**src/rtl/tmr_pkg.sv**
```systemverilog
package tmr_pkg;

  localparam int ADDR_W = 3;

  typedef enum logic [ADDR_W-1:0] {
    A_CTRL   = 3'd0,
    A_STAT   = 3'd1,
    A_CMD    = 3'd2,
    A_CNT    = 3'd3,
    A_DIV    = 3'd4,
    A_RELOAD = 3'd5
  } tmr_addr_e;

  // Field order fixes the bit positions: run is bit0, irq_en is bit4.
  typedef struct packed {
    logic irq_en;
    logic buffered;
    logic ovf_only;
    logic hold_upd;
    logic run;
  } tmr_ctrl_t;

  localparam int CTRL_W = $bits(tmr_ctrl_t);

endpackage

```
**src/rtl/tmr_prescaler.sv**
```systemverilog
module tmr_prescaler #(
  parameter int PW = 16
) (
  input  logic          clk,
  input  logic          rst_n,
  input  logic          run,
  input  logic          restart,
  input  logic          load,
  input  logic [PW-1:0] div_pre,
  output logic          tick
);

  logic [PW-1:0] div_act;
  logic [PW-1:0] ps_cnt;

  assign tick = run && (ps_cnt == div_act);

  always_ff @(posedge clk) begin
    if (!rst_n) begin
      ps_cnt  <= '0;
      div_act <= '0;
    end else begin
      if (restart)   ps_cnt <= '0;
      else if (run)  ps_cnt <= tick ? '0 : ps_cnt + 1'b1;
      if (load)      div_act <= div_pre;
    end
  end

  AST_PS_BOUND: assert property (@(posedge clk) disable iff (!rst_n)
    ps_cnt <= div_act);
  AST_PS_IDLE: assert property (@(posedge clk) disable iff (!rst_n)
    (!run && !restart) |=> $stable(ps_cnt));

endmodule

```
**src/rtl/tmr_counter.sv**
```systemverilog
module tmr_counter #(
  parameter int CW = 16
) (
  input  logic          clk,
  input  logic          rst_n,
  input  logic          tick,
  input  logic          restart,
  input  logic          cnt_wr,
  input  logic [CW-1:0] cnt_wdata,
  input  logic          lim_direct,
  input  logic [CW-1:0] lim_wdata,
  input  logic          load,
  input  logic [CW-1:0] lim_pre,
  output logic [CW-1:0] cnt,
  output logic [CW-1:0] lim_act,
  output logic          wrap
);

  logic at_lim;

  assign at_lim = (cnt == lim_act);
  assign wrap   = tick && at_lim && !restart && !cnt_wr;

  always_ff @(posedge clk) begin
    if (!rst_n) begin
      cnt <= '0;
    end else if (restart) begin
      cnt <= '0;
    end else if (cnt_wr) begin
      cnt <= cnt_wdata;
    end else if (tick) begin
      cnt <= at_lim ? '0 : cnt + 1'b1;
    end
  end

  always_ff @(posedge clk) begin
    if (!rst_n)          lim_act <= '0;
    else if (lim_direct) lim_act <= lim_wdata;
    else if (load)       lim_act <= lim_pre;
  end

  AST_CNT_STEP: assert property (@(posedge clk) disable iff (!rst_n)
    (tick && !restart && !cnt_wr && !at_lim) |=> cnt == CW'($past(cnt) + 1'b1));
  AST_CNT_HOLD: assert property (@(posedge clk) disable iff (!rst_n)
    (!tick && !restart && !cnt_wr) |=> $stable(cnt));
  AST_WRAP_ZERO: assert property (@(posedge clk) disable iff (!rst_n)
    wrap |=> cnt == '0);
  AST_CNT_LOAD: assert property (@(posedge clk) disable iff (!rst_n)
    (cnt_wr && !restart) |=> cnt == $past(cnt_wdata));

endmodule

```
**src/rtl/tmr_regs.sv**
```systemverilog
module tmr_regs
  import tmr_pkg::*;
#(
  parameter int DW = 32,
  parameter int CW = 16,
  parameter int PW = 16
) (
  input  logic              clk,
  input  logic              rst_n,
  input  logic              wr_en,
  input  logic [ADDR_W-1:0] addr,
  input  logic [DW-1:0]     wr_data,
  input  logic              flag_set,
  input  logic [CW-1:0]     cnt,
  output tmr_ctrl_t         ctrl,
  output logic [PW-1:0]     div_pre,
  output logic [CW-1:0]     lim_pre,
  output logic              flag,
  output logic              cnt_wr,
  output logic              lim_wr,
  output logic              force_req,
  output logic [DW-1:0]     rd_data
);

  logic wr_ctrl, wr_stat, wr_div, flag_clr;
  logic unused_wdata;

  assign unused_wdata = ^wr_data;

  assign wr_ctrl   = wr_en && (addr == A_CTRL);
  assign wr_stat   = wr_en && (addr == A_STAT);
  assign wr_div    = wr_en && (addr == A_DIV);
  assign cnt_wr    = wr_en && (addr == A_CNT);
  assign lim_wr    = wr_en && (addr == A_RELOAD);
  assign force_req = wr_en && (addr == A_CMD) && wr_data[0];
  assign flag_clr  = wr_stat && !wr_data[0];

  always_ff @(posedge clk) begin
    if (!rst_n) begin
      ctrl    <= '0;
      div_pre <= '0;
      lim_pre <= '0;
      flag    <= 1'b0;
    end else begin
      if (wr_ctrl)       ctrl    <= tmr_ctrl_t'(wr_data[CTRL_W-1:0]);
      if (wr_div)        div_pre <= wr_data[PW-1:0];
      if (lim_wr)        lim_pre <= wr_data[CW-1:0];
      if (flag_set)      flag    <= 1'b1;
      else if (flag_clr) flag    <= 1'b0;
    end
  end

  always_comb begin
    case (addr)
      A_CTRL:   rd_data = DW'(ctrl);
      A_STAT:   rd_data = DW'(flag);
      A_CNT:    rd_data = DW'(cnt);
      A_DIV:    rd_data = DW'(div_pre);
      A_RELOAD: rd_data = DW'(lim_pre);
      default:  rd_data = '0;
    endcase
  end

  AST_FLAG_STICKY: assert property (@(posedge clk) disable iff (!rst_n)
    (flag && !flag_clr) |=> flag);
  AST_FLAG_CLEAR: assert property (@(posedge clk) disable iff (!rst_n)
    (flag_clr && !flag_set) |=> !flag);

endmodule

```
**src/rtl/tmr_basetop.sv**
```systemverilog
module tmr_basetop
  import tmr_pkg::*;
#(
  parameter int DW = 32,
  parameter int CW = 16,
  parameter int PW = 16
) (
  input  logic              clk,
  input  logic              rst_n,
  input  logic              wr_en,
  input  logic [ADDR_W-1:0] addr,
  input  logic [DW-1:0]     wr_data,
  output logic [DW-1:0]     rd_data,
  output logic              upd_o,
  output logic              irq_o
);

  tmr_ctrl_t     ctrl;
  logic [PW-1:0] div_pre;
  logic [CW-1:0] lim_pre, lim_act, cnt;
  logic          flag, cnt_wr, lim_wr, force_req;
  logic          tick, wrap, upd, flag_set, lim_direct;

  assign upd        = !ctrl.hold_upd && (force_req || wrap);
  assign flag_set   = !ctrl.hold_upd && (wrap || (force_req && !ctrl.ovf_only));
  assign lim_direct = lim_wr && !ctrl.buffered;
  assign upd_o      = upd;
  assign irq_o      = flag && ctrl.irq_en;

  tmr_regs #(.DW(DW), .CW(CW), .PW(PW)) u_regs (
    .clk       (clk),
    .rst_n     (rst_n),
    .wr_en     (wr_en),
    .addr      (addr),
    .wr_data   (wr_data),
    .flag_set  (flag_set),
    .cnt       (cnt),
    .ctrl      (ctrl),
    .div_pre   (div_pre),
    .lim_pre   (lim_pre),
    .flag      (flag),
    .cnt_wr    (cnt_wr),
    .lim_wr    (lim_wr),
    .force_req (force_req),
    .rd_data   (rd_data)
  );

  tmr_prescaler #(.PW(PW)) u_pre (
    .clk     (clk),
    .rst_n   (rst_n),
    .run     (ctrl.run),
    .restart (force_req),
    .load    (upd),
    .div_pre (div_pre),
    .tick    (tick)
  );

  tmr_counter #(.CW(CW)) u_cnt (
    .clk        (clk),
    .rst_n      (rst_n),
    .tick       (tick),
    .restart    (force_req),
    .cnt_wr     (cnt_wr),
    .cnt_wdata  (wr_data[CW-1:0]),
    .lim_direct (lim_direct),
    .lim_wdata  (wr_data[CW-1:0]),
    .load       (upd),
    .lim_pre    (lim_pre),
    .cnt        (cnt),
    .lim_act    (lim_act),
    .wrap       (wrap)
  );

  AST_FORCE_ZERO: assert property (@(posedge clk) disable iff (!rst_n)
    force_req |=> cnt == '0);
  AST_LIM_BUFFERED: assert property (@(posedge clk) disable iff (!rst_n)
    (ctrl.buffered && !upd) |=> $stable(lim_act));
  AST_LIM_DIRECT: assert property (@(posedge clk) disable iff (!rst_n)
    lim_direct |=> lim_act == $past(wr_data[CW-1:0]));
  AST_HOLD_NOFLAG: assert property (@(posedge clk) disable iff (!rst_n)
    (ctrl.hold_upd && !flag) |=> !flag);
  AST_OVF_ONLY: assert property (@(posedge clk) disable iff (!rst_n)
    (ctrl.ovf_only && !wrap && !flag) |=> !flag);

endmodule

```
**config.mk**
```make
export PLATFORM = sky130hd
export DESIGN_NAME = tmr_basetop
export DESIGN_NICKNAME = d
export VERILOG_FILES = /design/src/rtl/tmr_pkg.sv /design/src/rtl/tmr_prescaler.sv /design/src/rtl/tmr_counter.sv /design/src/rtl/tmr_regs.sv /design/src/rtl/tmr_basetop.sv
export SDC_FILE = /design/constraint.sdc
export NUM_CORES = 1
export LEC_CHECK = 0
export ABC_AREA = 1
export BUFFER_PORTS_ARGS = -buffer_cell sky130_fd_sc_hd__buf_4
export CAP_MARGIN = 20
export CORE_AREA = 10 10 112 114
export CTS_BUF_LIST = sky130_fd_sc_hd__clkbuf_16
export DETAILED_ROUTE_END_ITERATION = 10
export DIE_AREA = 0 0 122 124
export PLACE_DENSITY = 0.87
export SYNTH_ARGS = -nofsm -noshare
export SYNTH_HDL_FRONTEND = slang
export SYNTH_HIERARCHICAL = 1
export SYNTH_SLANG_ARGS = --single-unit
```
**constraint.sdc**
```tcl
create_clock -name clk -period 3.55 [get_ports clk]
set_input_delay 0.1775 -clock clk [delete_from_list [all_inputs] [get_ports clk]]
set_output_delay 0.1775 -clock clk [all_outputs]
set_load 0.03 [all_outputs]
```
==> flow_summary.toml <==
[sta]
finalMaxSlewViolations = 0
period_share_pct = 90.6
slew_headroom_pct = 45.6
finClkSkew_ns = 0.0114
max_freq_mhz = 311
fin_tns_setup_ns = 0
setup_viol = 0
worst_pin_slew_ns = 0.810
rsz0062_at_grt = "no"
hold_violations = 0
fin_crit_ns = 3.21

[die]
coreArea_mm2 = 0.0102
ios = 72
start_util_pct = 58.0
dieArea_mm2 = 0.0151
die_w_um = 122
rows = 37
die_y_um = 124

[pwr]
vdd_drop_max_uv = 340
intPower_mw = 1.74
p_per_area_mw_per_mm2 = 378
seq_power_share_pct = 49.4
switching_share_pct = 28.5
power.leakage_nw = 2.92
p_comb_share_pct = 13.1
power_switching_mw = 0.695
clkPwrFrac_pct = 37.5

[worst_hold_path]
whs_path_depth = 3
min_path_type = "in -> reg"

[setup_path]
crit_arrival_ns = 3.46
end_kind = "register"
critPathKind = "reg -> reg"
rr_worst_depth = 16
crit_fanout = 9
crit_start = "u_pre/div_act[15]"
crit_path_end = "u_cnt/lim_act[14]"
rr_endpoint = "u_cnt/lim_act[14]"
required_ns = 3.80
r2r_slack_ns = 0.34
r2r_start = "u_pre/div_act[15]"
cp-start-kind = "register"

[clock_network]
cts_hold_buf = 0
cts_buffers = 9
cts_root_buf = "clkbuf_16"
cts_resized = 0
cts_tree = "done"
clk_pin_slew_worst_paths_ns = 0.07
insertion_delay_ns = 0.35
cts-htree-levels = 3
clock-sinks = 102
cts_buffer_depth = 2
cts_setup_buffers = 0

[placement]
gp_congestion = 0.919
io_buffer_count = 39
dp_hpwl_mm = 11.0
post-place-cells = 1072

[grt]
first_global_vias = 5211
overflow = 0
grt.total_usage_pct = 20.2
grt_first_pass_wirelength_mm = 25.2
grt_max_degree = 73
antenna_found_initial = 0

[drt]
drtIter0Drc = 832
ant_nets = 0
vias_per_cell = 5.35
routedWlPerCell_um = 14.2
vias = 5820
wirelength_mm = 15.5
drc = 0
first_pass_iters = 6

[logic_synthesis]
ys_ff_latch = 102
avgSynthCellArea_um2 = 6.44
synth-compound-area-share_pct = 13.1
synthCells = 922
synth-xor-area-share_pct = 2.21
yosysWarningCount = 6
ys_types = 40
syn_area_mm2 = 0.00594
synth-seq-area-share_pct = 34.4
synth-simple-area-share_pct = 35.3
synth_top_family_by_area = "simple AND/OR/NAND/NOR gates"
synth_adder_area_share_pct = 0.421
synthMuxAreaShare_pct = 0

[finish]
diodes = 0
final_cell_mix = "252 x nand2_1, 132 x nor2_1, 125 x inv_1"
finalNonFillerCells = 1087
area_growth_pct = 8.72
final_util_pct = 63.1
nFillCells = 958
final_common_cell = "nand2_1"
nNetsFinal = 987
drive_above_1_share_pct = 11.5

[status]
status = "finished clean"

[flow_run]
cap_violations = 0
==> critical path: stages, from the launching register on <==
cell and delay [ns]:
dfxtp_1 0.38, inv_1 0.07, nand2_1 0.08, nand2_1 0.06, nor3b_1 0.21, nand3b_1 0.10, nor3_1 0.46, inv_1 0.18
nor4_4 0.33, o21ai_2 0.11, inv_1 0.12, buf_4 0.18, or2_1 0.33, buf_4 0.25, nor2_1 0.05, o21ai_0 0.14
inv_1 0.06
==> how the worst min path moves through the flow <==
stage	from	endpoint	slack, ns
final	wr_data[8]	u_regs/div_pre[8]	0.09
after global routing	wr_data[9]	u_regs/div_pre[9]	0.1
after CTS	wr_data[8]	u_regs/div_pre[8]	0.09
after detailed placement	wr_data[8]	u_regs/div_pre[8]	0.45
after global placement	wr_data[12]	u_regs/lim_pre[12]	0.45
after floorplan	rst_n	u_cnt/lim_act[12]	0.30
==> per-stage QoR <==
| step | setup WS, ns | hold slack [ns] | cell area (um^2) | total power, mW |
|---|---|---|---|---|
| finish | 0.335 | 0.0949 | 6460 | 2.44 |
| global route | 0.0688 | 0.0991 | 6460 | 2.52 |
| CTS | 0.404 | 0.0866 | 6460 | 2.44 |
| detailed placement | 0.423 | 0.448 | 6190 | 1.54 |
| global placement | 0.477 | 0.446 | 6190 | 1.53 |
| floorplan | 0.763 | 0.302 | 5990 | 1.46 |
==> synthesized netlist by cell type, drive strengths merged <==
master / n / area share, %
a21oi: 34 / 3.0
a22oi: 16 / 2.0
inv: 136 / 8.6
ha: 2 / 0.42
buf: 38 / 5.1
o2111ai: 1 / 0.15
nor3b: 2 / 0.25
xnor2: 3 / 0.44
nand2: 255 / 16
o21ai: 63 / 5.4
nor3: 7 / 0.67
nor4: 1 / 0.36
dfxtp: 102 / 34
nand3: 41 / 4.3
a22o: 1 / 0.17
clkbuf: 12 / 0.76
conb: 1 / 0.063
o211ai: 19 / 2.4
nand4: 23 / 2.4
or2: 3 / 0.32
nor2: 148 / 11
nand3b: 1 / 0.13
clkinv: 1 / 0.063
xor2: 12 / 1.8
==> sequential cells by signal, summed over array words and instances (netlist names) <==
signal          cells
u_cnt/cnt          16
u_cnt/lim_act      16
u_pre/div_act      16
u_pre/ps_cnt       16
u_regs/div_pre     16
u_regs/lim_pre     16
u_regs/ctrl         5
u_regs/flag         1
==> power by group through the flow <==
stage | combinational [mW] | sequential [mW] | clock, mW
floorplan | 0.243 | 1.22 | 0
global placement | 0.305 | 1.23 | 0
detailed placement | 0.309 | 1.23 | 0
CTS | 0.312 | 1.20 | 0.925
global route | 0.349 | 1.21 | 0.964
finish | 0.318 | 1.21 | 0.914
==> area by class of cell <==
cell class | count | area [um^2] | area share, %
Tap cell | 136 | 170 | 2.64
Sequential cell | 102 | 2040 | 31.6
Clock buffer | 9 | 225 | 3.49
Clock inverter | 6 | 38.8 | 0.601
Timing Repair Buffer | 49 | 368 | 5.70
Inverter | 137 | 514 | 7.97
Multi-Input combinational cell | 648 | 3100 | 48.0
==> layer usage <==
metal | GRT usage, % | vias up | share of wire (%)
li1 | - | 2906 | -
met1 | 24.9 | 2593 | 41
met2 | 34.5 | 282 | 48
met3 | 4.07 | 39 | 8.6
met4 | 6.63 | 0 | 2.4
met5 | 0 | - | 0
==> logic make-up after synthesis <==
kind of cell,after synthesis
fa+ha+maj,2
compound gates,134
buf+inv,187
simple gates,481
other cells,1
xor+xnor,15
flops,102
No activity file was read; power rests on OpenSTA's default activity.
